[config.mk]
export PLATFORM = sky130hd
export DESIGN_NAME = fault_supervisor
export DESIGN_NICKNAME = d
export VERILOG_FILES = /design/src/rtl/fault_supervisor_pkg.sv /design/src/rtl/fault_supervisor_dp.sv /design/src/rtl/fault_supervisor_ctl.sv /design/src/rtl/fault_supervisor.sv
export SDC_FILE = /design/constraint.sdc
export NUM_CORES = 1
export LEC_CHECK = 0
export BUFFER_PORTS_ARGS = -buffer_cell sky130_fd_sc_hd__buf_2
export CAP_MARGIN = 20
export CELL_PAD_IN_SITES_DETAIL_PLACEMENT = 1
export CELL_PAD_IN_SITES_GLOBAL_PLACEMENT = 2
export CORE_MARGIN = 5
export CORE_UTILIZATION = 40
export CTS_CLUSTER_DIAMETER = 30
export DETAILED_ROUTE_END_ITERATION = 8
export PLACE_DENSITY_LB_ADDON = 0.3
export SKIP_CTS_REPAIR_TIMING = 1
export SYNTH_ARGS = -nofsm -noshare
export SYNTH_HDL_FRONTEND = slang
export SYNTH_SLANG_ARGS = --single-unit
export TNS_END_PERCENT = 100
[constraint.sdc]
create_clock -name clk -period 2.5 [get_ports clk]
set_input_delay 0.125 -clock clk [delete_from_list [all_inputs] [get_ports clk]]
set_output_delay 0.125 -clock clk [all_outputs]
set_load 0.05 [all_outputs]
[src/rtl/fault_supervisor_pkg.sv]
package fault_supervisor_pkg;

  localparam int NUM_FAULTS = 6;
  localparam int IDX_SCP  = 0;
  localparam int IDX_OCP  = 1;
  localparam int IDX_OLP  = 2;
  localparam int IDX_OVP  = 3;
  localparam int IDX_WARM = 4;
  localparam int IDX_HOT  = 5;

  typedef logic [NUM_FAULTS-1:0] faultVec_t;

  // control -> datapath strobes
  typedef struct packed {
    logic countEn;   // running and not latched
    logic greenSel;  // use the light-load thermal limits
  } dpStrobe_t;

  function automatic int maxOf(input int a, input int b);
    return (a > b) ? a : b;
  endfunction

  // fixed priority: OVP, hot, SCP, OCP, OLP, warm
  function automatic faultVec_t pickWinner(input faultVec_t f);
    faultVec_t w;
    w = '0;
    if (f[IDX_OVP])       w[IDX_OVP]  = 1'b1;
    else if (f[IDX_HOT])  w[IDX_HOT]  = 1'b1;
    else if (f[IDX_SCP])  w[IDX_SCP]  = 1'b1;
    else if (f[IDX_OCP])  w[IDX_OCP]  = 1'b1;
    else if (f[IDX_OLP])  w[IDX_OLP]  = 1'b1;
    else if (f[IDX_WARM]) w[IDX_WARM] = 1'b1;
    return w;
  endfunction

endpackage

[src/rtl/fault_supervisor_dp.sv]
module fault_supervisor_dp
  import fault_supervisor_pkg::*;
#(
  parameter int SCP_CYC        = 12,
  parameter int OCP_CYC        = 40,
  parameter int OLP_CYC        = 40,
  parameter int OVP_CYC        = 5,
  parameter int WARM_NORM_CYC  = 16,
  parameter int WARM_GREEN_CYC = 48,
  parameter int HOT_NORM_CYC   = 4,
  parameter int HOT_GREEN_CYC  = 12
) (
  input  logic       clk,
  input  logic       rstN,
  input  dpStrobe_t  strobe,
  input  logic       senseOverLimit,
  input  logic       vddBelowScp,
  input  logic       vddOverVolt,
  input  logic       fbOpenLoop,
  input  logic       rtBelowWarm,
  input  logic       rtBelowHot,
  output faultVec_t  fireVec
);

  localparam int NUM_CHAN = 4;
  localparam int MAX_LIM = maxOf(maxOf(maxOf(OCP_CYC, OLP_CYC), maxOf(OVP_CYC, SCP_CYC)),
                                 maxOf(maxOf(WARM_NORM_CYC, WARM_GREEN_CYC),
                                       maxOf(HOT_NORM_CYC, HOT_GREEN_CYC)));
  localparam int CNT_W = $clog2(MAX_LIM + 1);
  // channel order: 0 OLP, 1 OVP, 2 warm, 3 hot
  localparam int NORM_LIM  [NUM_CHAN] = '{OLP_CYC, OVP_CYC, WARM_NORM_CYC,  HOT_NORM_CYC};
  localparam int GREEN_LIM [NUM_CHAN] = '{OLP_CYC, OVP_CYC, WARM_GREEN_CYC, HOT_GREEN_CYC};

  logic [NUM_CHAN-1:0] chanFlag;
  logic [NUM_CHAN-1:0] chanFire;

  assign chanFlag = {rtBelowHot, rtBelowWarm & ~rtBelowHot, vddOverVolt, fbOpenLoop};

  for (genvar g = 0; g < NUM_CHAN; g++) begin : g_chan
    logic [CNT_W-1:0] cnt;
    logic [CNT_W-1:0] lim;
    logic             active;

    assign lim         = strobe.greenSel ? CNT_W'(GREEN_LIM[g] - 1) : CNT_W'(NORM_LIM[g] - 1);
    assign active      = strobe.countEn & chanFlag[g];
    assign chanFire[g] = active & (cnt >= lim);

    always_ff @(posedge clk or negedge rstN) begin
      if (!rstN)                       cnt <= '0;
      else if (active && !chanFire[g]) cnt <= cnt + CNT_W'(1);
      else                             cnt <= '0;
    end
  end

  // shared sense counter: one short-circuit decision point, then overcurrent end
  logic [CNT_W-1:0] senseCnt;
  logic             senseActive;
  logic             scpFire;
  logic             ocpFire;

  assign senseActive = strobe.countEn & senseOverLimit;
  assign scpFire     = senseActive & vddBelowScp & (senseCnt == CNT_W'(SCP_CYC - 1));
  assign ocpFire     = senseActive & (senseCnt >= CNT_W'(OCP_CYC - 1));

  always_ff @(posedge clk or negedge rstN) begin
    if (!rstN)                                  senseCnt <= '0;
    else if (senseActive && !scpFire && !ocpFire) senseCnt <= senseCnt + CNT_W'(1);
    else                                        senseCnt <= '0;
  end

  always_comb begin
    fireVec           = '0;
    fireVec[IDX_SCP]  = scpFire;
    fireVec[IDX_OCP]  = ocpFire;
    fireVec[IDX_OLP]  = chanFire[0];
    fireVec[IDX_OVP]  = chanFire[1];
    fireVec[IDX_WARM] = chanFire[2];
    fireVec[IDX_HOT]  = chanFire[3];
  end

endmodule

[src/rtl/fault_supervisor_ctl.sv]
module fault_supervisor_ctl
  import fault_supervisor_pkg::*;
(
  input  logic      clk,
  input  logic      rstN,
  input  logic      vddAboveStart,
  input  logic      vddBelowStop,
  input  logic      vddBelowRelease,
  input  logic      greenMode,
  input  faultVec_t fireVec,
  output dpStrobe_t strobe,
  output logic      pwmEnable,
  output logic      faultLatched,
  output faultVec_t faultCode
);

  logic      runOn;
  faultVec_t latchCode;
  logic      isLatched;

  assign isLatched = |latchCode;

  // start/stop hysteresis
  always_ff @(posedge clk or negedge rstN) begin
    if (!rstN)                        runOn <= 1'b0;
    else if (runOn && vddBelowStop)   runOn <= 1'b0;
    else if (!runOn && vddAboveStart) runOn <= 1'b1;
  end

  // shared protection latch with cause record
  always_ff @(posedge clk or negedge rstN) begin
    if (!rstN) begin
      latchCode <= '0;
    end else if (isLatched) begin
      if (vddBelowRelease) latchCode <= '0;
    end else if (|fireVec) begin
      latchCode <= pickWinner(fireVec);
    end
  end

  assign strobe.countEn  = runOn & ~isLatched;
  assign strobe.greenSel = greenMode;
  assign pwmEnable       = runOn & ~isLatched;
  assign faultLatched    = isLatched;
  assign faultCode       = latchCode;

endmodule

[src/rtl/fault_supervisor.sv]
module fault_supervisor
  import fault_supervisor_pkg::*;
#(
  parameter int SCP_CYC        = 12,
  parameter int OCP_CYC        = 40,
  parameter int OLP_CYC        = 40,
  parameter int OVP_CYC        = 5,
  parameter int WARM_NORM_CYC  = 16,
  parameter int WARM_GREEN_CYC = 48,
  parameter int HOT_NORM_CYC   = 4,
  parameter int HOT_GREEN_CYC  = 12
) (
  input  logic       clk,
  input  logic       rstN,
  input  logic       senseOverLimit,
  input  logic       vddBelowScp,
  input  logic       vddOverVolt,
  input  logic       fbOpenLoop,
  input  logic       rtBelowWarm,
  input  logic       rtBelowHot,
  input  logic       vddAboveStart,
  input  logic       vddBelowStop,
  input  logic       vddBelowRelease,
  input  logic       greenMode,
  output logic       pwmEnable,
  output logic       faultLatched,
  output logic [5:0] faultCode
);

  dpStrobe_t strobe;
  faultVec_t fireVec;
  faultVec_t codeInt;

  fault_supervisor_dp #(
    .SCP_CYC(SCP_CYC), .OCP_CYC(OCP_CYC), .OLP_CYC(OLP_CYC), .OVP_CYC(OVP_CYC),
    .WARM_NORM_CYC(WARM_NORM_CYC), .WARM_GREEN_CYC(WARM_GREEN_CYC),
    .HOT_NORM_CYC(HOT_NORM_CYC), .HOT_GREEN_CYC(HOT_GREEN_CYC)
  ) u_dp (
    .clk(clk), .rstN(rstN), .strobe(strobe),
    .senseOverLimit(senseOverLimit), .vddBelowScp(vddBelowScp),
    .vddOverVolt(vddOverVolt), .fbOpenLoop(fbOpenLoop),
    .rtBelowWarm(rtBelowWarm), .rtBelowHot(rtBelowHot),
    .fireVec(fireVec)
  );

  fault_supervisor_ctl u_ctl (
    .clk(clk), .rstN(rstN),
    .vddAboveStart(vddAboveStart), .vddBelowStop(vddBelowStop),
    .vddBelowRelease(vddBelowRelease), .greenMode(greenMode),
    .fireVec(fireVec), .strobe(strobe),
    .pwmEnable(pwmEnable), .faultLatched(faultLatched), .faultCode(codeInt)
  );

  assign faultCode = codeInt;

endmodule

Word level (Yosys, flattened, before mapping)
Index checks and enable logic that the tools add are counted.
{"block": "op_classes", "add_sub_neg": 5, "order_cmp": 5, "eq_ne": 2, "n_mux": 27, "bitwise": 16, "reduce_logical": 20}
{"op": "6-bit 2-to-1 mux", "n": 9}
{"op": "6-bit by 1-bit adder with 6-bit output (second input constant)", "n": 5}
{"op": "1-bit bitwise AND", "n": 14}
{"op": "1-bit 2-to-1 mux", "n": 13}
{"op": "6-bit >= comparator", "n": 2}
{"op": "6-bit >= comparator (second input constant)", "n": 2}
{"op": "6-bit OR reduction", "n": 2}
{"op": "1-bit logical AND", "n": 8}
{"op": "1-bit logical NOT", "n": 7}
{"op": "6-bit by 4-bit equality test with 1-bit output (second input constant)", "n": 1}
{"op": "6-bit by 3-bit >= comparator with 1-bit output (second input constant)", "n": 1}
{"op": "3-bit 2-to-1 mux", "n": 2}
{"op": "2-bit 2-to-1 mux", "n": 2}
{"op": "4-bit 2-to-1 mux", "n": 1}
{"op": "2-bit nonzero test", "n": 2}
{"op": "2-bit != test (second input constant)", "n": 1}
{"op": "1-bit NOT", "n": 2}
{"op": "2-bit AND reduction", "n": 1}
{"block": "word_totals", "register_bits": 37}

Depth between registers and ports, before layout
{"block": "logic_depth", "word_depth": 13, "ltp_mapped": 6, "ltp_nobuf": 6}

Cells and area by module
Synthesis repeated with hierarchy kept, for this count alone.
{"block": "hier_totals", "hier_cells": 165, "hier_area_um2": 1720.4}
{"mod": "fault_supervisor_dp", "instances": 1, "cells_each": 136, "area_per_inst_um2": 1392.6, "seq_area_each_um2": 750.7}
{"mod": "fault_supervisor_ctl", "instances": 1, "cells_each": 29, "area_per_inst_um2": 327.8, "seq_area_each_um2": 175.2}

Worst setup path before layout
No wires, ideal clock.
{"block": "synth_path", "kind": "reg-to-reg", "from": "register u_ctl.latchCode[1], in the netlist u_ctl.faultCode[1]", "to": "register u_ctl.latchCode[4], in the netlist u_ctl.faultCode[4]", "setup_ns": 0.096, "arrival_ns": 1.596, "required_ns": 2.404, "setup_slack_ns": 0.808, "stages_incl_launch_ff": 6, "path_cell_list": "dfrtp_1 > nor4_4 > nand3_4 > clkinv_4 > a31oi_1 > nor4_2"}
{"block": "synth_via", "elab_chain_len": 13}
{"element": "start: declaration", "line_no": "fault_supervisor_ctl.sv:18", "rtl": "faultVec_t latchCode;"}
{"element": "start signal: assignment", "line_no": "fault_supervisor_ctl.sv:37", "rtl": "latchCode <= pickWinner(fireVec);"}
{"element": "6-bit OR reduction *", "line_no": "fault_supervisor_ctl.sv:21", "rtl": "assign isLatched = |latchCode;"}
{"element": "1-bit NOT *"}
{"element": "1-bit bitwise AND *"}
{"element": "named net pwmEnable", "line_no": "fault_supervisor.sv:25", "rtl": "output logic pwmEnable,"}
{"element": "1-bit bitwise AND", "line_no": "fault_supervisor_dp.sv:45", "rtl": "assign active = strobe.countEn & chanFlag[g];"}
{"element": "1-bit bitwise AND", "line_no": "fault_supervisor_dp.sv:46", "rtl": "assign chanFire[g] = active & (cnt >= lim);"}
{"element": "1-bit 2-to-1 mux", "line_no": "fault_supervisor_pkg.sv:32", "rtl": "else if (f[IDX_WARM]) w[IDX_WARM] = 1'b1;"}
{"element": "1-bit 2-to-1 mux", "line_no": "fault_supervisor_pkg.sv:31", "rtl": "else if (f[IDX_OLP]) w[IDX_OLP] = 1'b1;"}
{"element": "1-bit 2-to-1 mux", "line_no": "fault_supervisor_pkg.sv:30", "rtl": "else if (f[IDX_OCP]) w[IDX_OCP] = 1'b1;"}
{"element": "1-bit 2-to-1 mux", "line_no": "fault_supervisor_pkg.sv:29", "rtl": "else if (f[IDX_SCP]) w[IDX_SCP] = 1'b1;"}
{"element": "1-bit 2-to-1 mux", "line_no": "fault_supervisor_pkg.sv:28", "rtl": "else if (f[IDX_HOT]) w[IDX_HOT] = 1'b1;"}
{"element": "2-bit 2-to-1 mux", "line_no": "fault_supervisor_pkg.sv:27", "rtl": "if (f[IDX_OVP]) w[IDX_OVP] = 1'b1;"}
{"element": "6-bit 2-to-1 mux", "line_no": "fault_supervisor_ctl.sv:36", "rtl": "end else if (|fireVec) begin"}
{"element": "6-bit 2-to-1 mux", "line_no": "fault_supervisor_ctl.sv:34", "rtl": "end else if (isLatched) begin"}
The timed path passes the listed nets; every way through them passes the cells marked *. The select of a mux whose other input is x is not followed.
A chain may end at the register's enable or synchronous reset.

Worst setup path in the final report
{"block": "layout_path", "from": "register u_ctl.latchCode[1], in the netlist u_ctl.faultCode[1]", "to": "output port pwmEnable"}
{"block": "layout_via", "elab_chain_len": 3}
{"element": "6-bit OR reduction", "line_no": "fault_supervisor_ctl.sv:21"}
{"element": "1-bit NOT", "line_no": "fault_supervisor_ctl.sv:43", "rtl": "assign pwmEnable = runOn & ~isLatched;"}
{"element": "1-bit bitwise AND", "line_no": "fault_supervisor_ctl.sv:43"}
{"element": "end: declaration", "line_no": "fault_supervisor.sv:25"}
No other way between the ends.

==> PnR_summary.wiki <==
{| class="wikitable"
! Metric !! Value
|-
| Iteration-0 DRC Markers || 48
|-
| Via count of the routed design || 1212
|-
| CP Data Required Time || 2380 ps
|-
| Total count of hold-check failures in the final report || 37
|-
| Netlist area before placement || 1710 um^2
|-
| Sequential element share of the synthesized area || 0.540
|-
| Crit path time final || 1790 ps
|-
| Routed Antenna Nets || 0
|-
| Final Core Density || 0.483
|-
| Failing checks || negative hold slack
|-
| Number of placement rows || 23
|-
| Maximum capacitance violations || 0
|-
| Largest net degree at the start of global routing || 38
|-
| Via count of the first global-routing pass || 1358
|-
| Peak Freq || 559 MHz
|-
| Worst skew pair latency || 290 ps
|-
| Most common library cell in the layout ignoring fill and taps || sky130_fd_sc_hd__dfrtp_1
|-
| Setup slack after placement || 806 ps
|-
| Deepest clock path buffer count || 2
|-
| Worst-path clk slew || 70 ps
|-
| Die X || 75.5 um
|-
| Leakage power || 0.932 nW
|-
| Most used cells in the layout excluding fill and tap cells || sky130_fd_sc_hd__dfrtp_1 (37), sky130_fd_sc_hd__nor2_1 (31), sky130_fd_sc_hd__buf_2 (19), sky130_fd_sc_hd__inv_1 (12), sky130_fd_sc_hd__nand3_1 (9)
|-
| Via/cell ratio || 5.05
|-
| Worst Path Arrival || 1660 ps
|-
| Number of levels in the clock H-tree || 2
|-
| Yosys synthesis warning count || 0
|-
| Met2 demand-to-capacity share in global routing || 0.248
|-
| PortBufs || 19
|-
| Max Fanout on Critical Path || 10
|-
| Slew Limit Fails || 0
|-
| Power per unit of standard cell area || 617 nW/um^2
|-
| Antenna violations before repair || 0
|-
| Clock tree from TritonCTS || built
|-
| Post-layout nets || 209
|-
| Count of unique library cells instantiated by Yosys || 33
|-
| Height of the die || 75.5 um
|-
| Wirelength, routed || 3530 um
|-
| Diode insertion count for antenna repair || 0
|-
| Wire length of the first global-routing pass || 6090 um
|-
| Met3 Track Usage GR || 0.0383
|-
| Final critical-path setup slack || 713 ps
|-
| Initial Utilization || 0.419
|-
| Average routed wire per standard cell || 14.7 um
|-
| Hold slack || -64.3 ps
|-
| Most Used Layer, Global Route || met2
|-
| Number of buffers added by the clock tree synthesis step || 5
|-
| Multi-input gate area in the final layout || 746 um^2
|-
| Die outline area || 5690 um^2
|-
| Total power after layout || 1.22 mW
|-
| Post-Place Cell Area || 1880 um^2
|-
| CTS sink cnt || 37
|-
| HPWL Detailed || 2670 um
|-
| Combined flip-flop and latch cell area || 926 um^2
|-
| Transition at the pin with the smallest max-transition slack || 840 ps
|-
| Clock skew after layout || 10.5 ps
|-
| Period Utilization, post-route || 0.715
|-
| GR met1 Demand/Resource || 0.166
|-
| Floorplan Core Area || 4090 um^2
|-
| Startpoint-to-endpoint class of the critical path || reg -> out
|-
| Total negative slack || 0 ps
|-
| Summed area of non-filler cells in the final layout || 1970 um^2
|-
| Worst Setup Start Kind || flip-flop
|-
| Boundary Pins || 20
|-
| Average size of a mapped cell || 10.8 um^2
|-
| Growth of design area from synthesis to finish || 15.1%
|-
| Fraction of layout instances using a drive strength above 1 || 0.184
|-
| Critical path capture point type || output port
|-
| GR Util All Layers || 0.145
|-
| Cells after synthesis || 159
|-
| Filler Cell Count || 474
|-
| Count of TritonRoute iterations in the first routing pass || 4
|-
| Number of synthesized register bits || 37
|-
| Type of the worst min-delay path || in -> async
|-
| Status || complete, but fails checks
|-
| Setup repair after global routing missed its margin || no
|-
| Routability congestion estimate from global placement || 0.777
|-
| Worst vdd rail ir drop || 0.000308 V
|-
| Final setup fails || 0
|-
| CTS Root Cell || sky130_fd_sc_hd__clkbuf_8
|-
| Max-slew headroom at the worst pin || 0.440
|-
| DRC violations left || 0
|-
| Remaining Overflow, GRT || 0
|}
==> area by class of cell <==
| class | count | area share |
|---|---|---|
| sequential | 37 | 0.469 |
| timing repair buffer | 20 | 0.0533 |
| clock buffer | 8 | 0.0406 |
| inverter | 13 | 0.0273 |
| tap | 50 | 0.0317 |
| multi-input combinational | 112 | 0.378 |
==> registers in the layout, indices dropped and copies added (netlist names) <==
| signal | flops |
|---|---|
| u_dp.senseCnt | 6 |
| u_ctl.runOn | 1 |
| u_dp.g_chan.cnt | 24 |
| u_ctl.faultCode | 6 |
==> synthesized netlist by cell type <==
master	instances	area share
sky130_fd_sc_hd__o211ai_1	1	0.0044
sky130_fd_sc_hd__dfrtp_1	37	0.54
sky130_fd_sc_hd__nor2b_1	2	0.0073
sky130_fd_sc_hd__and2_1	1	0.0037
sky130_fd_sc_hd__clkinv_4	1	0.0051
sky130_fd_sc_hd__nand3_1	9	0.026
sky130_fd_sc_hd__a31o_2	1	0.0051
sky130_fd_sc_hd__o21a_1	1	0.0044
sky130_fd_sc_hd__and4bb_2	1	0.0073
sky130_fd_sc_hd__nor4_1	2	0.0073
sky130_fd_sc_hd__o41ai_2	1	0.0095
sky130_fd_sc_hd__inv_1	12	0.026
sky130_fd_sc_hd__nand2_1	6	0.013
sky130_fd_sc_hd__xnor2_1	8	0.041
sky130_fd_sc_hd__xor2_1	8	0.041
sky130_fd_sc_hd__nand2b_1	3	0.011
sky130_fd_sc_hd__nor4_2	1	0.0073
sky130_fd_sc_hd__a21oi_1	5	0.015
sky130_fd_sc_hd__nand3_4	1	0.010
sky130_fd_sc_hd__nand3_2	2	0.012
sky130_fd_sc_hd__nor4_4	1	0.012
sky130_fd_sc_hd__nor2_1	31	0.068
sky130_fd_sc_hd__o31ai_1	1	0.0044
sky130_fd_sc_hd__conb_1	1	0.0022
sky130_fd_sc_hd__a31oi_1	1	0.0037
sky130_fd_sc_hd__nand4_1	3	0.011
sky130_fd_sc_hd__nand4_2	1	0.0073
sky130_fd_sc_hd__o22ai_1	3	0.011
sky130_fd_sc_hd__a211o_1	2	0.010
sky130_fd_sc_hd__or2_2	1	0.0037
sky130_fd_sc_hd__nor3b_1	2	0.0088
sky130_fd_sc_hd__ha_1	8	0.058
sky130_fd_sc_hd__o21ai_0	1	0.0029
==> report_power, final <==
group	leakage, nW	switching, mW	total, mW	internal [mW]
Combinational	0.391	0.134	0.182	0.0473
Clock	0.0395	0.198	0.396	0.198
Sequential	0.501	0.0204	0.640	0.619
==> worst max-delay path: stages, from the launching register on <==
cell	delay (ps)
sky130_fd_sc_hd__dfrtp_1	420
sky130_fd_sc_hd__nor4_4	400
sky130_fd_sc_hd__nand3_4	150
sky130_fd_sc_hd__clkinv_4	130
sky130_fd_sc_hd__buf_2	270
==> layer usage <==
metal / wire [um] / share of wire / vias up
li1: - / - / 588
met4: 74 / 0.021 / 0
met5: 0 / 0 / -
met1: 1520 / 0.43 / 602
met3: 153 / 0.043 / 5
met2: 1780 / 0.50 / 17
==> through the flow <==
stage / hold WS, ps / instances
floorplan: -171 / 162
global placement: 258 / 231
detailed placement: 282 / 231
CTS: -37.1 / 239
global route: 1.94 / 240
finish: -64.3 / 240
==> kinds of logic (layout without fill, tap and decap cells) <==
| logic type | after synthesis | count (layout) | synth area share |
|---|---|---|---|
| and+or+nand+nor | 67 | 67 | 0.216 |
| DFF | 37 | 37 | 0.540 |
| AOI/OAI and AO/OA | 17 | 17 | 0.0701 |
| xor gates and xnor gates | 16 | 16 | 0.0818 |
| buffers and inverters | 13 | 41 | 0.0314 |
| adders and majority gates | 8 | 8 | 0.0584 |
| other | 1 | 4 | 0.00219 |
==> path summary, 6_finish.rpt <==
kind | startpoint | to | slack (ps) | depth (start not counted)
min in group clk | vddAboveStart | u_ctl.runOn | 80 | 3
max in group asynchronous | rstN | u_dp.senseCnt[1] | 2030 | 1
max | u_ctl.faultCode[1] | pwmEnable | 710 | 4
max reg2reg | u_dp.g_chan[3].cnt[0] | u_ctl.faultCode[4] | 810 | 5
min | rstN | u_dp.g_chan[3].cnt[2] | -60 | 1
min reg2reg | u_dp.g_chan[1].cnt[0] | u_dp.g_chan[1].cnt[0] | 460 | 1
(Power assumes the default switching activity.)
